**src/rtl/mdio_pkg.sv**
```systemverilog
package mdio_pkg;
  localparam int FRAME_BITS = 64;
  localparam int TA_FIRST   = 46;
  localparam int TA_LAST    = 47;
  localparam int DATA_FIRST = 48;

  localparam logic [1:0] REG_CFG  = 2'd0;
  localparam logic [1:0] REG_CTRL = 2'd1;
  localparam logic [1:0] REG_ADDR = 2'd2;
  localparam logic [1:0] REG_DATA = 2'd3;

  localparam int CFG_BUSY    = 0;
  localparam int CFG_RDERR   = 1;
  localparam int CFG_MODE    = 2;
  localparam int CFG_DIV_LSB = 16;
  localparam int CTRL_RD     = 15;
  localparam int DATA_BUSY   = 31;

  typedef enum logic [1:0] {FK_ADDR = 2'd0, FK_WRITE = 2'd1, FK_READ = 2'd2} frame_kind_e;

  function automatic logic [FRAME_BITS-1:0] build_frame(input logic c45, input frame_kind_e kind,
                                                        input logic [4:0] port, input logic [4:0] dev,
                                                        input logic [15:0] data);
    logic [1:0] st, op;
    st = c45 ? 2'b00 : 2'b01;
    case (kind)
      FK_ADDR:  op = 2'b00;
      FK_WRITE: op = 2'b01;
      default:  op = c45 ? 2'b11 : 2'b10;
    endcase
    return {32'hFFFF_FFFF, st, op, port, dev, 2'b10, data};
  endfunction
endpackage

```
**src/rtl/mdio_clkdiv.sv**
```systemverilog
module mdio_clkdiv #(
  parameter int DIV_W = 9
) (
  input  logic             clk_i,
  input  logic             rst_ni,
  input  logic             en_i,
  input  logic [DIV_W-1:0] div_i,
  output logic             mdc_o,
  output logic             rise_o,
  output logic             fall_o
);
  logic [DIV_W-1:0] cnt_q;
  logic             mdc_q, run, term;

  assign run    = en_i && (div_i != '0);
  // >= keeps a shrinking divider from stranding the counter
  assign term   = run && (cnt_q >= div_i - DIV_W'(1));
  assign rise_o = term && !mdc_q;
  assign fall_o = term && mdc_q;
  assign mdc_o  = mdc_q;

  always_ff @(posedge clk_i or negedge rst_ni) begin
    if (!rst_ni) begin
      cnt_q <= '0;
      mdc_q <= 1'b0;
    end else if (!run) begin
      cnt_q <= '0;
      mdc_q <= 1'b0;
    end else if (term) begin
      cnt_q <= '0;
      mdc_q <= ~mdc_q;
    end else begin
      cnt_q <= cnt_q + DIV_W'(1);
    end
  end
endmodule

```
**src/rtl/mdio_frame_eng.sv**
```systemverilog
module mdio_frame_eng
  import mdio_pkg::*;
(
  input  logic                  clk_i,
  input  logic                  rst_ni,
  input  logic                  start_i,
  input  logic [FRAME_BITS-1:0] frame_i,
  input  logic                  rd_i,
  input  logic                  rise_i,
  input  logic                  fall_i,
  input  logic                  mdio_i,
  output logic                  busy_o,
  output logic                  done_o,
  output logic                  mdio_o,
  output logic                  oe_o,
  output logic                  ta_hi_o,
  output logic [15:0]           rx_o
);
  localparam int CW = $clog2(FRAME_BITS);

  logic [FRAME_BITS-1:0] tx_q;
  logic [CW-1:0]         cnt_q;
  logic [15:0]           rx_q;
  logic                  busy_q, fin_q, rd_q, ta_q;

  always_ff @(posedge clk_i or negedge rst_ni) begin
    if (!rst_ni) begin
      tx_q   <= '0;
      cnt_q  <= '0;
      rx_q   <= '0;
      busy_q <= 1'b0;
      fin_q  <= 1'b0;
      rd_q   <= 1'b0;
      ta_q   <= 1'b0;
    end else if (fin_q) begin
      busy_q <= 1'b0;
      fin_q  <= 1'b0;
    end else if (!busy_q) begin
      if (start_i) begin
        busy_q <= 1'b1;
        tx_q   <= frame_i;
        cnt_q  <= '0;
        rd_q   <= rd_i;
      end
    end else begin
      if (rise_i) begin
        if (cnt_q == CW'(TA_LAST))    ta_q <= mdio_i;
        if (cnt_q >= CW'(DATA_FIRST)) rx_q <= {rx_q[14:0], mdio_i};
        if (cnt_q == CW'(FRAME_BITS - 1)) fin_q <= 1'b1;
      end
      if (fall_i) begin
        tx_q  <= {tx_q[FRAME_BITS-2:0], 1'b0};
        cnt_q <= cnt_q + CW'(1);
      end
    end
  end

  assign busy_o  = busy_q;
  assign done_o  = fin_q;
  assign mdio_o  = tx_q[FRAME_BITS-1];
  assign oe_o    = busy_q && !(rd_q && cnt_q >= CW'(TA_FIRST));
  assign ta_hi_o = ta_q;
  assign rx_o    = rx_q;
endmodule

```
**src/rtl/mdio_master.sv**
```systemverilog
module mdio_master
  import mdio_pkg::*;
#(
  parameter int DIV_W = 9
) (
  input  logic        clk_i,
  input  logic        rst_ni,
  input  logic        reg_wr_i,
  input  logic [1:0]  reg_addr_i,
  input  logic [31:0] reg_wdata_i,
  output logic [31:0] reg_rdata_o,
  output logic        mdc_o,
  output logic        mdio_o,
  output logic        mdio_oe_o,
  input  logic        mdio_i
);
  logic             r_mode, r_data_busy, r_rd_err, r_rd_frame;
  logic [DIV_W-1:0] r_div;
  logic [4:0]       r_port, r_dev;
  logic [15:0]      r_addr, r_data;

  logic             eng_busy, eng_done, eng_ta_hi, mdc_rise, mdc_fall;
  logic [15:0]      eng_rx;
  logic             wr_idle, go_rd, go_adr, go_wr, start;
  logic [4:0]       port_n, dev_n;
  frame_kind_e      kind;
  logic [FRAME_BITS-1:0] frame;
  logic             unused_wdata;

  assign unused_wdata = ^reg_wdata_i;

  assign wr_idle = reg_wr_i && !eng_busy;
  assign go_rd   = wr_idle && (reg_addr_i == REG_CTRL) && reg_wdata_i[CTRL_RD];
  assign go_adr  = wr_idle && (reg_addr_i == REG_ADDR) && r_mode;
  assign go_wr   = wr_idle && (reg_addr_i == REG_DATA);
  assign start   = go_rd || go_adr || go_wr;
  assign port_n  = go_rd ? reg_wdata_i[9:5] : r_port;
  assign dev_n   = go_rd ? reg_wdata_i[4:0] : r_dev;
  assign kind    = go_rd ? FK_READ : (go_adr ? FK_ADDR : FK_WRITE);
  assign frame   = build_frame(r_mode, kind, port_n, dev_n, reg_wdata_i[15:0]);

  always_ff @(posedge clk_i or negedge rst_ni) begin
    if (!rst_ni) begin
      r_mode      <= 1'b0;
      r_div       <= '0;
      r_port      <= '0;
      r_dev       <= '0;
      r_addr      <= '0;
      r_data      <= '0;
      r_data_busy <= 1'b0;
      r_rd_err    <= 1'b0;
      r_rd_frame  <= 1'b0;
    end else begin
      // configuration stays writable mid-frame so a zero divider can be repaired
      if (reg_wr_i && reg_addr_i == REG_CFG) begin
        r_mode <= reg_wdata_i[CFG_MODE];
        r_div  <= reg_wdata_i[CFG_DIV_LSB +: DIV_W];
      end
      if (wr_idle && reg_addr_i == REG_CTRL) begin
        r_port <= reg_wdata_i[9:5];
        r_dev  <= reg_wdata_i[4:0];
      end
      if (go_adr) r_addr <= reg_wdata_i[15:0];
      if (go_wr)  r_data <= reg_wdata_i[15:0];
      if (start) begin
        r_rd_err    <= 1'b0;
        r_data_busy <= !go_adr;
        r_rd_frame  <= go_rd;
      end else if (eng_done) begin
        r_data_busy <= 1'b0;
        if (r_rd_frame) begin
          r_rd_err <= eng_ta_hi;
          r_data   <= eng_rx;
        end
      end
    end
  end

  always_comb begin
    reg_rdata_o = '0;
    case (reg_addr_i)
      REG_CFG: begin
        reg_rdata_o[CFG_BUSY]                   = eng_busy;
        reg_rdata_o[CFG_RDERR]                  = r_rd_err;
        reg_rdata_o[CFG_MODE]                   = r_mode;
        reg_rdata_o[CFG_DIV_LSB +: DIV_W]       = r_div;
      end
      REG_CTRL: reg_rdata_o[9:0] = {r_port, r_dev};
      REG_ADDR: reg_rdata_o[15:0] = r_addr;
      default: begin
        reg_rdata_o[15:0]      = r_data;
        reg_rdata_o[DATA_BUSY] = r_data_busy;
      end
    endcase
  end

  mdio_clkdiv #(.DIV_W(DIV_W)) u_div (
    .clk_i  (clk_i),
    .rst_ni (rst_ni),
    .en_i   (eng_busy),
    .div_i  (r_div),
    .mdc_o  (mdc_o),
    .rise_o (mdc_rise),
    .fall_o (mdc_fall)
  );

  mdio_frame_eng u_eng (
    .clk_i   (clk_i),
    .rst_ni  (rst_ni),
    .start_i (start),
    .frame_i (frame),
    .rd_i    (go_rd),
    .rise_i  (mdc_rise),
    .fall_i  (mdc_fall),
    .mdio_i  (mdio_i),
    .busy_o  (eng_busy),
    .done_o  (eng_done),
    .mdio_o  (mdio_o),
    .oe_o    (mdio_oe_o),
    .ta_hi_o (eng_ta_hi),
    .rx_o    (eng_rx)
  );
endmodule

```
**config.mk**
```make
export PLATFORM = sky130hd
export DESIGN_NAME = mdio_master
export DESIGN_NICKNAME = d
export VERILOG_FILES = /design/src/rtl/mdio_pkg.sv /design/src/rtl/mdio_clkdiv.sv /design/src/rtl/mdio_frame_eng.sv /design/src/rtl/mdio_master.sv
export SDC_FILE = /design/constraint.sdc
export NUM_CORES = 1
export LEC_CHECK = 0
export BUFFER_PORTS_ARGS = -buffer_cell sky130_fd_sc_hd__buf_2
export CORE_AREA = 4 4 120 122
export DETAILED_ROUTE_END_ITERATION = 10
export DIE_AREA = 0 0 124 126
export PLACE_DENSITY = 0.82
export SLEW_MARGIN = 20
export SYNTH_ARGS = -nofsm -noshare
export SYNTH_HDL_FRONTEND = slang
export SYNTH_HIERARCHICAL = 1
export SYNTH_SLANG_ARGS = --single-unit
```
**constraint.sdc**
```tcl
create_clock -name clk_i -period 10.05 [get_ports clk_i]
set_input_delay 1.005 -clock clk_i [delete_from_list [all_inputs] [get_ports clk_i]]
set_output_delay 1.005 -clock clk_i [all_outputs]
set_load 0.01 [all_outputs]
```
# [Word level (Yosys, flattened, before mapping)]
# Index checks and enable logic that the tools add are counted.
[word_totals] register_bits=155 inputBits=38 output_inout_bits=35 elab_cells=105
[classes] n_addsub=3 order_cmp=3 eq_ne=8 mux=38 bitwise_logic=3 reduce_logical=32
[op_table] op="$mux W64" count=3
[op_table] op="$mux W16" count=4
[op_table] op="$mux W9" count=3
[op_table] op="$pmux W7 S3" count=1
[op_table] op="$mux W1" count=18
[op_table] op="$mux W6" count=3
[op_table] op="$logic_and A1 B1 Y1" count=13
[op_table] op="$eq A6 B6 Y1 const B" count=2
[op_table] op="$ge A6 B6 Y1 const B" count=2
[op_table] op="$pmux W6 S2" count=1
[op_table] op="$mux W5" count=2
[op_table] op="$add A9 B1 Y9 const B" count=1
[op_table] op="$ge A9 B9 Y1" count=1
[op_table] op="$pmux W3 S3" count=1
[op_table] op="$reduce_bool A9 Y1" count=1
[op_table] op="$sub A9 B1 Y9 const B" count=1
[op_table] op="$reduce_and A4 Y1" count=2
[op_table] op="$add A6 B1 Y6 const B" count=1
[op_table] op="$reduce_and A3 Y1" count=2
[op_table] op="$reduce_bool A2 Y1" count=3
[op_table] op="$eq A2 B1 Y1 const B" count=2
[op_table] op="$eq A2 B2 Y1 const B" count=2
[op_table] op="$logic_not A1 Y1" count=4
[op_table] op="$logic_not A2 Y1" count=2
[op_table] op="other kinds (8)" count=12

# [Longest topological paths before layout]
# Gate-level depths: netlist (run 1).
[logic_depth] ltp_word=10 depth_mapped=18 ltp_nobuf=15

# [Hierarchy]
# Netlist (run 1), hierarchy kept.
[modules_own_cells] mod="mdio_frame_eng" n_inst=1 cells_each=370 area_each_um2=4102.7 seq_area_each_um2=2252.2
[modules_own_cells] mod="mdio_master" n_inst=1 cells_each=218 area_each_um2=2967.8 seq_area_each_um2=1376.3
[modules_own_cells] mod="mdio_clkdiv" n_inst=1 cells_each=85 area_each_um2=805.8 seq_area_each_um2=250.2

# [Worst setup path after synthesis (run 1)]
# Ideal clock, no wire load.
[synth_timing] kind="reg-to-reg" from="register r_div[0]" to="register u_eng.cnt_q[5]" setup_time_ns=0.078 t_arrival_ns=3.232 t_required_ns=9.972 setup_slack_ns=6.740 path_stages_with_launch=17 path_buffers=1 synth_period_minus_slack_ns=3.310 path_cell_list="dfrtp_1 > inv_1 > ha_1 > nor3b_2 > nand2_2 > nor3_1 > xnor2_1 > ha_1 > nand4_1 > or3_1 > o211ai_2 > nor2_1 > nor3b_1 > mux2i_1 > buf_2 > or4_1 > a21oi_1"
[synth_via] elab_chain_len=6 elab_cells_between_ends=8 classes_between="add/sub (1); order compare (1); eq/ne (1); reduce/logical (5)"
[synth_rtl] element="start: declaration" line_no="mdio_master.sv:18" text="logic [DIV_W-1:0] r_div;"
[synth_rtl] element="start signal: assignment" line_no="mdio_master.sv:57" text="r_div <= reg_wdata_i[CFG_DIV_LSB +: DIV_W];"
[synth_rtl] element="$sub A9 B1 Y9 or $reduce_bool A9 Y1 (tied branches)" line_no="mdio_clkdiv.sv:17, mdio_clkdiv.sv:15"
[synth_rtl] element="$ge A9 B9 Y1 or $logic_and A1 B1 Y1 (tied branches)" line_no="mdio_clkdiv.sv:17, mdio_clkdiv.sv:15"
[synth_rtl] element="$logic_and A1 B1 Y1 (*)" line_no="mdio_clkdiv.sv:17" text="assign term = run && (cnt_q >= div_i - DIV_W'(1));"
[synth_rtl] element="$logic_and A1 B1 Y1 (*)" line_no="mdio_clkdiv.sv:19" text="assign fall_o = term && mdc_q;"
[synth_rtl] element="via mdc_fall" line_no="mdio_master.sv:22" text="logic eng_busy, eng_done, eng_ta_hi, mdc_rise, mdc_fall;"
[synth_rtl] element="$ne A2 B2 Y1 (no line) (*)"
[synth_rtl] element="$reduce_and A3 Y1 (no line) (*)"
[synth_rtl] element="end signal: assignment" line_no="mdio_frame_eng.sv:53" text="cnt_q <= cnt_q + CW'(1);"
[synth_rtl] element="end: declaration" line_no="mdio_frame_eng.sv:22" text="logic [CW-1:0] cnt_q;"
# The timed path passes the listed nets; every way through them passes the cells marked *.
# A chain may end at the register's enable or synchronous reset.

# [Worst setup path after layout (run 1)]
# Same ends and word-level chain as after synthesis.

==> results of run 1 <==
==> cell families after synthesis <==
kind of cell | Yosys count | synth area share (%)
multiplexers | 175 | 24.7
AO/OA/AOI/OAI | 163 | 11.6
flip-flops | 155 | 49.2
AND/OR/NAND/NOR | 90 | 6.61
buffers and inverters | 62 | 4.27
XOR/XNOR | 14 | 1.56
adder cells (fa/ha/maj) | 12 | 1.91
other | 2 | 0.0953
==> cells in the mapped netlist, drive strengths merged, types with 2 or more instances <==
library cell  instances  area (µm²)
inv                   9        33.8
xnor2                 9        78.8
o21a                  3        22.5
and2                 10        63.8
a22o                  8        70.1
mux4                  3        67.6
or2                   2        12.5
nand3                 7        35.0
mux2                102        1180
buf                  31         219
xor2                  5        43.8
conb                  2        7.51
ha                   12         150
nand4b                4        50.1
nor2b                 8        50.1
nand2b                4        27.5
o21ai               134         671
a21oi                 9        45.0
nor3b                 5        42.5
or3                   4        25.0
nor3                  5        25.0
nand2                15        58.8
o31ai                 3        22.5
dfrtp               155        3880
nor2                 18        67.6
or4                   3        22.5
clkbuf               22        83.8
mux2i                70         701
==> worst min path at each step <==
| stage | startpoint | end | slack [ps] | cells after the start |
|---|---|---|---|---|
| floorplan | u_eng/rd_q | u_eng/rd_q | 440 | 2 |
| global placement | u_eng/rd_q | u_eng/rd_q | 470 | 2 |
| detailed placement | u_eng/tx_q[0] | u_eng/tx_q[0] | 490 | 1 |
| CTS | u_eng/rd_q | u_eng/rd_q | 510 | 2 |
| global route | rst_ni | r_data[4] | 500 | 1 |
| finish | rst_ni | r_data[4] | 480 | 1 |
==> metal layers <==
metal / vias up / share of wire (%) / routed length, µm / track usage [%]
met5: - / 0 / 0 / 0
met4: 0 / 2.1 / 343 / 7.86
met3: 27 / 4.5 / 750 / 4.80
met2: 128 / 49 / 8240 / 36.4
met1: 2752 / 44 / 7380 / 30.9
li1: 2518 / - / - / -
==> registers in the layout (all words and copies together), names as in the netlist <==
register       flops
r_addr            16
r_data            16
r_data_busy        1
r_dev              5
r_div              9
r_mode             1
r_port             5
r_rd_err           1
r_rd_frame         1
u_div/cnt_q        9
u_div/mdc_o        1
u_eng/busy_o       1
u_eng/cnt_q        6
u_eng/done_o       1
u_eng/rd_q         1
u_eng/rx_o        16
u_eng/ta_hi_o      1
u_eng/tx_q        64
==> cell type report <==
class,count,share of cell area (%)
Clock buffer,18,4.83
Clock inverter,14,3.42
Inverter,9,0.372
Multi-Input combinational cell,495,42.2
Sequential cell,155,42.7
Tap cell,176,2.42
Timing Repair Buffer,65,4.03
==> placed cells by master, fill, tap and decap left out, types with 12 or more instances in the layout <==
cell type / instances
dfrtp_1: 153
o21ai_0: 133
mux2_2: 94
mux2i_1: 69
buf_2: 58
conb_1: 41
nor2_1: 18
clkbuf_16: 17
nand2_1: 14
ha_1: 12
==> power groups by stage <==
stage / sequential [mW] / combinational [mW] / clock (mW)
2_1_floorplan: 0.910 / 0.447 / 0
3_3_place_gp: 0.947 / 0.516 / 0
3_5_place_dp: 0.965 / 0.549 / 0
4_1_cts: 0.958 / 0.559 / 0.818
5_1_grt: 0.988 / 0.627 / 0.845
6_report: 0.963 / 0.556 / 0.807
==> impl_metrics.csv, run 1 <==
group,metric,value,unit
clocking,cts_buffer_depth,2,
power,leakage,4.49,nW
route,drt-total-wl,16.7,mm
critical_path,critPathMaxStageDelay,560,ps
critical_path,critPathLaunchType,"flip-flop",
clocking,htree_levels,4,
clocking,clkSinkCount,155,
route,wl_per_cell,17.9,µm
route,antenna_left,0,
clocking,hold_buffers,0,
layout,fin_area,9090,µm²
layout,area_growth,15.4,%
logic_synthesis,ys_types,50,
logic_synthesis,synth_async_sr_flop_share,100,%
critical_path,critPathMaxFanout,73,
timing,setup_viol,0,
timing,fmax,0.246,GHz
critical_path,cp_data_required_time,10390,ps
layout,final_cells,932,
route,vias,5425,
logic_synthesis,synthCells,673,
logic_synthesis,synth_edf_count,0,
layout,nNetsFinal,793,
timing,finalSetupTns,0,ps
die,fp.dieH,126,µm
critical_path,rr_worst_depth,16,
power,p_sw_share,28.0,%
route,viasPerCell,5.82,
route,drtIter0Drc,393,
clocking,cts_tree,"done",
grt,grt.total_usage,22.7,%
place,placed_area,8300,µm²
timing,min_period,4060,ps
timing,hold-worst-slack,483,ps
clocking,cts_resized,0,
logic_synthesis,yosys_register_bits,155,
critical_path,end_kind,"flip-flop",
critical_path,reg2reg_from,"r_div[0]",
layout,drive_above_1_share,28.7,%
layout,post-route-util,68.9,%
min_path,holdCritPathClass,"in2async",
clocking,cts-root-buf,"clkbuf_16",
die,start_util,59.7,%
die,ios,73,
power,vdd_ir_drop_max,0.120,mV
grt,antenna_found_initial,0,
layout,n_antenna_cell,0,
logic_synthesis,syn_area,7880,µm²
logic_synthesis,synth_ff_type,"dfrtp_1",
critical_path,reg2reg_to,"u_eng/cnt_q[5]",
clocking,cts_setup_buffers,0,
die,die_area,15600,µm²
timing,tightest_slew,950,ps
grt,grt_pass1_vias,5576,
clocking,clkSlewWorstSetupHoldPaths,60,ps
critical_path,cp.depth,16,
grt,grt_overflow_total,0,
die,rows,42,
critical_path,cp-endpoint,"u_eng/cnt_q[5]",
critical_path,crit_chain,"inv_1, ha_1, nor3b_2, nand2_2, nor3_1, xnor2_1, ha_1, nand4_1, or3_1, o211ai_2, nor2_1, nor3b_1, mux2i_4, buf_4, or4_1, a21oi_1",
critical_path,crit_type,"reg2reg",
power,p_int,1.68,mW
logic_synthesis,postSynthAreaPerCell,11.7,µm²
critical_path,crit_buf_inv,2,
critical_path,cp_slowest_cell,"or4_1",
clocking,clk_latency,420,ps
place,globalplace.congestion,0.818,
logic_synthesis,yosysWarnings,6,
timing,clock_skew,7.32,ps
grt,grt_pass1_wl,28.2,mm
place,dpl_worst_slack,5980,ps
timing,hold_viol_final,0,
route,drc,0,
critical_path,crit_family,"simple AND/OR/NAND/NOR gates",
layout,fillCellCount,944,
place,port_buffers,59,
critical_path,rrSetupSlack,5990,ps
timing,setup_ws,5990,ps
logic_synthesis,synth_seq_area_share,49.2,%
power,switchingPower,0.650,mW
place,dp_cells,899,
layout,layout.area.seq,3880,µm²
timing,relSlewSlack,36.7,%
grt,grt_max_degree,112,
place,hpwl,10.1,mm
power,power_density,256,nW/µm²
status,status,"completed",
power,p_comb_share,23.9,%
power,clkPwrFrac,34.7,%
power,pwr-share-seq,41.4,%
timing,report.final.slew_viol_count,0,
clocking,cts_buffers,17,
layout,multi_input_area,3830,µm²
timing,rsz0062_at_grt,"false",
die,die_width,124,µm
critical_path,critPathArrivalTime,4400,ps
critical_path,crit_top_cell,"ha_1",
job,drv_cap,0,
timing,finalCritPeriodShare,40.4,%
route,first_pass_iters,5,
critical_path,crit_start,"r_div[0]",
power,power.total,2.33,mW
die,core-area,13200,µm²
No activity file was read; power rests on OpenSTA's default activity.
==> run 2: changes to the inputs <==
--- a/config.mk
+++ b/config.mk
@@ -6,10 +6,10 @@
 export NUM_CORES = 1
 export LEC_CHECK = 0
 export BUFFER_PORTS_ARGS = -buffer_cell sky130_fd_sc_hd__buf_2
-export CORE_AREA = 4 4 120 122
+export CORE_AREA = 4 4 126 128
 export DETAILED_ROUTE_END_ITERATION = 10
-export DIE_AREA = 0 0 124 126
-export PLACE_DENSITY = 0.82
+export DIE_AREA = 0 0 130 132
+export PLACE_DENSITY = 0.79
 export SLEW_MARGIN = 20
 export SYNTH_ARGS = -nofsm -noshare
 export SYNTH_HDL_FRONTEND = slang
==> constraint.sdc (replaced) <==
create_clock -name clk_i -period 3.6 [get_ports clk_i]
set_input_delay 0.36 -clock clk_i [delete_from_list [all_inputs] [get_ports clk_i]]
set_output_delay 0.36 -clock clk_i [all_outputs]
set_load 0.01 [all_outputs]
==> run 2 against run 1 <==
Against the previous run:
- the flow now finishes with violations (hold timing)
- sequential share of layout area down 0.47 points
- combinational power rose to 2.9 times the previous value
- clock power increased by 140%
- cell count up 3.0%
- routed wire length up 4.0%
- first-iteration DRC count grew 19%
- sequential power grew to 2.8 times the previous value
- utilization fell by 7.1 points
- critical path type unchanged
- via count up 2.9%
- highest routed layer unchanged
==> impl_metrics.csv, run 2 (synthesized netlist as in run 1, its figures left out) <==
group,metric,value,unit
status,status,"finished with violations",
status,violations,"hold timing",
critical_path,rrSetupSlack,110,ps
clocking,hold_buffers,0,
timing,report.final.slew_viol_count,0,
route,viasPerCell,5.81,
critical_path,critPathMaxFanout,22,
clocking,cts_buffer_depth,2,
critical_path,critPathMaxStageDelay,410,ps
route,vias,5581,
critical_path,crit_family,"simple AND/OR/NAND/NOR gates",
power,power_density,681,nW/µm²
layout,top_register,"u_eng/tx_q",
critical_path,cp_data_required_time,3900,ps
route,drtIter0Drc,468,
place,globalplace.congestion,0.849,
die,rows,45,
timing,hold_viol_final,1,
grt,grt.total_usage,20.7,%
critical_path,critPathArrivalTime,3790,ps
clocking,cts_tree,"done",
grt,antenna_found_initial,0,
die,core-area,14900,µm²
critical_path,end_kind,"flip-flop",
timing,finalCritPeriodShare,97.0,%
route,drc,0,
critical_path,crit_chain,"inv_1, ha_2, nor3b_4, nand2_2, nor3_4, xnor2_1, ha_1, nand4_1, or3_1, o211ai_2, nor2_2, nor3b_2, mux2i_4, or2_4, buf_12, a22o_1",
layout,nNetsFinal,810,
place,hpwl,10.9,mm
power,leakage,4.54,nW
die,fp.dieH,132,µm
route,wl_per_cell,18.1,µm
layout,drive_above_1_share,30.8,%
clocking,cts-root-buf,"clkbuf_16",
grt,grt_pass1_wl,28.8,mm
route,wl_met2,8.71,mm
timing,rsz0062_at_grt,"true",
route,first_pass_iters,6,
critical_path,rr_worst_depth,16,
layout,layout_common_cells,"dfrtp_1 (153), o21ai_0 (118), mux2_2 (94)",
layout,fillCellCount,1139,
place,port_buffers,59,
grt,grt_pass1_vias,5740,
layout,n_antenna_cell,0,
grt,grt_overflow_total,0,
route,wl_met3,791,µm
critical_path,crit_buf_inv,2,
layout,mostFrequentLayoutCell,"dfrtp_1",
die,die_width,130,µm
grt,grt_max_degree,89,
critical_path,critPathLaunchType,"flip-flop",
clocking,cts_buffers,17,
critical_path,reg2reg_from,"r_div[1]",
job,drv_cap,0,
layout,area_growth,16.6,%
min_path,holdCritPathClass,"in2async",
timing,tightest_slew,1080,ps
power,vdd_ir_drop_max,0.376,mV
die,die_area,17200,µm²
layout,final_cells,960,
timing,relSlewSlack,28.1,%
power,power.total,6.26,mW
timing,hold-worst-slack,-5.93,ps
critical_path,crit_type,"reg2reg",
timing,fmax,0.286,GHz
layout,largest_register_ffs,64,
timing,setup_viol,0,
die,start_util,53.0,%
clocking,htree_levels,4,
timing,min_period,3490,ps
critical_path,reg2reg_to,"u_eng/tx_q[0]",
route,drt-total-wl,17.4,mm
timing,clock_skew,8.87,ps
clocking,clk_latency,420,ps
place,dp_cells,922,
clocking,clkSinkCount,155,
route,antenna_left,0,
route,met1_length,7.58,mm
critical_path,cp_slowest_cell,"dfrtp_1",
clocking,clkSlewWorstSetupHoldPaths,60,ps
route,top_layer,"met4",
die,ios,73,
-- run 2: power breakdown --
group	switching [mW]	internal [mW]	leakage, nW
clock network	0.692	1.27	0.314
logic	0.732	0.888	2.21
registers	0.394	2.28	2.01
-- run 2: how the worst max path moves through the flow --
stage | from | to | slack (ps) | cells past startpoint
2_1_floorplan | r_div[0] | u_eng/cnt_q[5] | 290 | 16
3_3_place_gp | r_div[0] | u_eng/tx_q[0] | -110 | 16
3_5_place_dp | r_div[1] | u_eng/tx_q[0] | -250 | 16
4_1_cts | r_div[1] | u_eng/tx_q[0] | 30 | 16
5_1_grt | r_div[0] | u_eng/tx_q[0] | -100 | 15
6_report | r_div[1] | u_eng/tx_q[0] | 110 | 16
-- run 2: layer usage --
metal	vias up	track usage (%)
met5	-	0
met4	0	5.77
met3	27	4.50
met2	148	33.2
met1	2847	28.7
li1	2559	-
-- run 2: per-stage QoR --
stage	instance area, µm²	hold WS (ps)	setup WS, ps	TNS [ps]	utilization [%]
2_1_floorplan	8020	64.4	290	0	-
6_report	9190	-5.93	108	0	61.8
3_5_place_dp	8420	478	-252	-10930	56.6
4_1_cts	9090	31.5	31.7	0	61.2
5_1_grt	9190	54.0	-99.5	-2750	61.8
3_3_place_gp	8420	465	-110	-537	56.6
-- run 2: repair_timing --
item,in CTS,in global routing
setup endpoints to repair,70,87
setup buffers,2,4
gates resized for setup,2,24
pin swaps,1,5
gates cloned,0,1
-- run 2: layout make-up --
type	count	area [µm²]	area share, %
Sequential cell	155	3880	42.3
Multi-Input combinational cell	495	3860	42.1
Timing Repair Buffer	82	520	5.67
Clock buffer	21	460	5.01
Tap cell	188	235	2.56
Clock inverter	10	189	2.06
Inverter	9	33.8	0.368
-- run 2: worst reg2reg max path, delay by kind of cell, from the launching register on --
kind	cells	cell delay, ps
XOR/XNOR	1	90
flip-flops	1	410
multiplexers	1	160
buffers and inverters	2	240
AND/OR/NAND/NOR	8	1630
adder cells (fa/ha/maj)	2	490
AO/OA/AOI/OAI	2	340
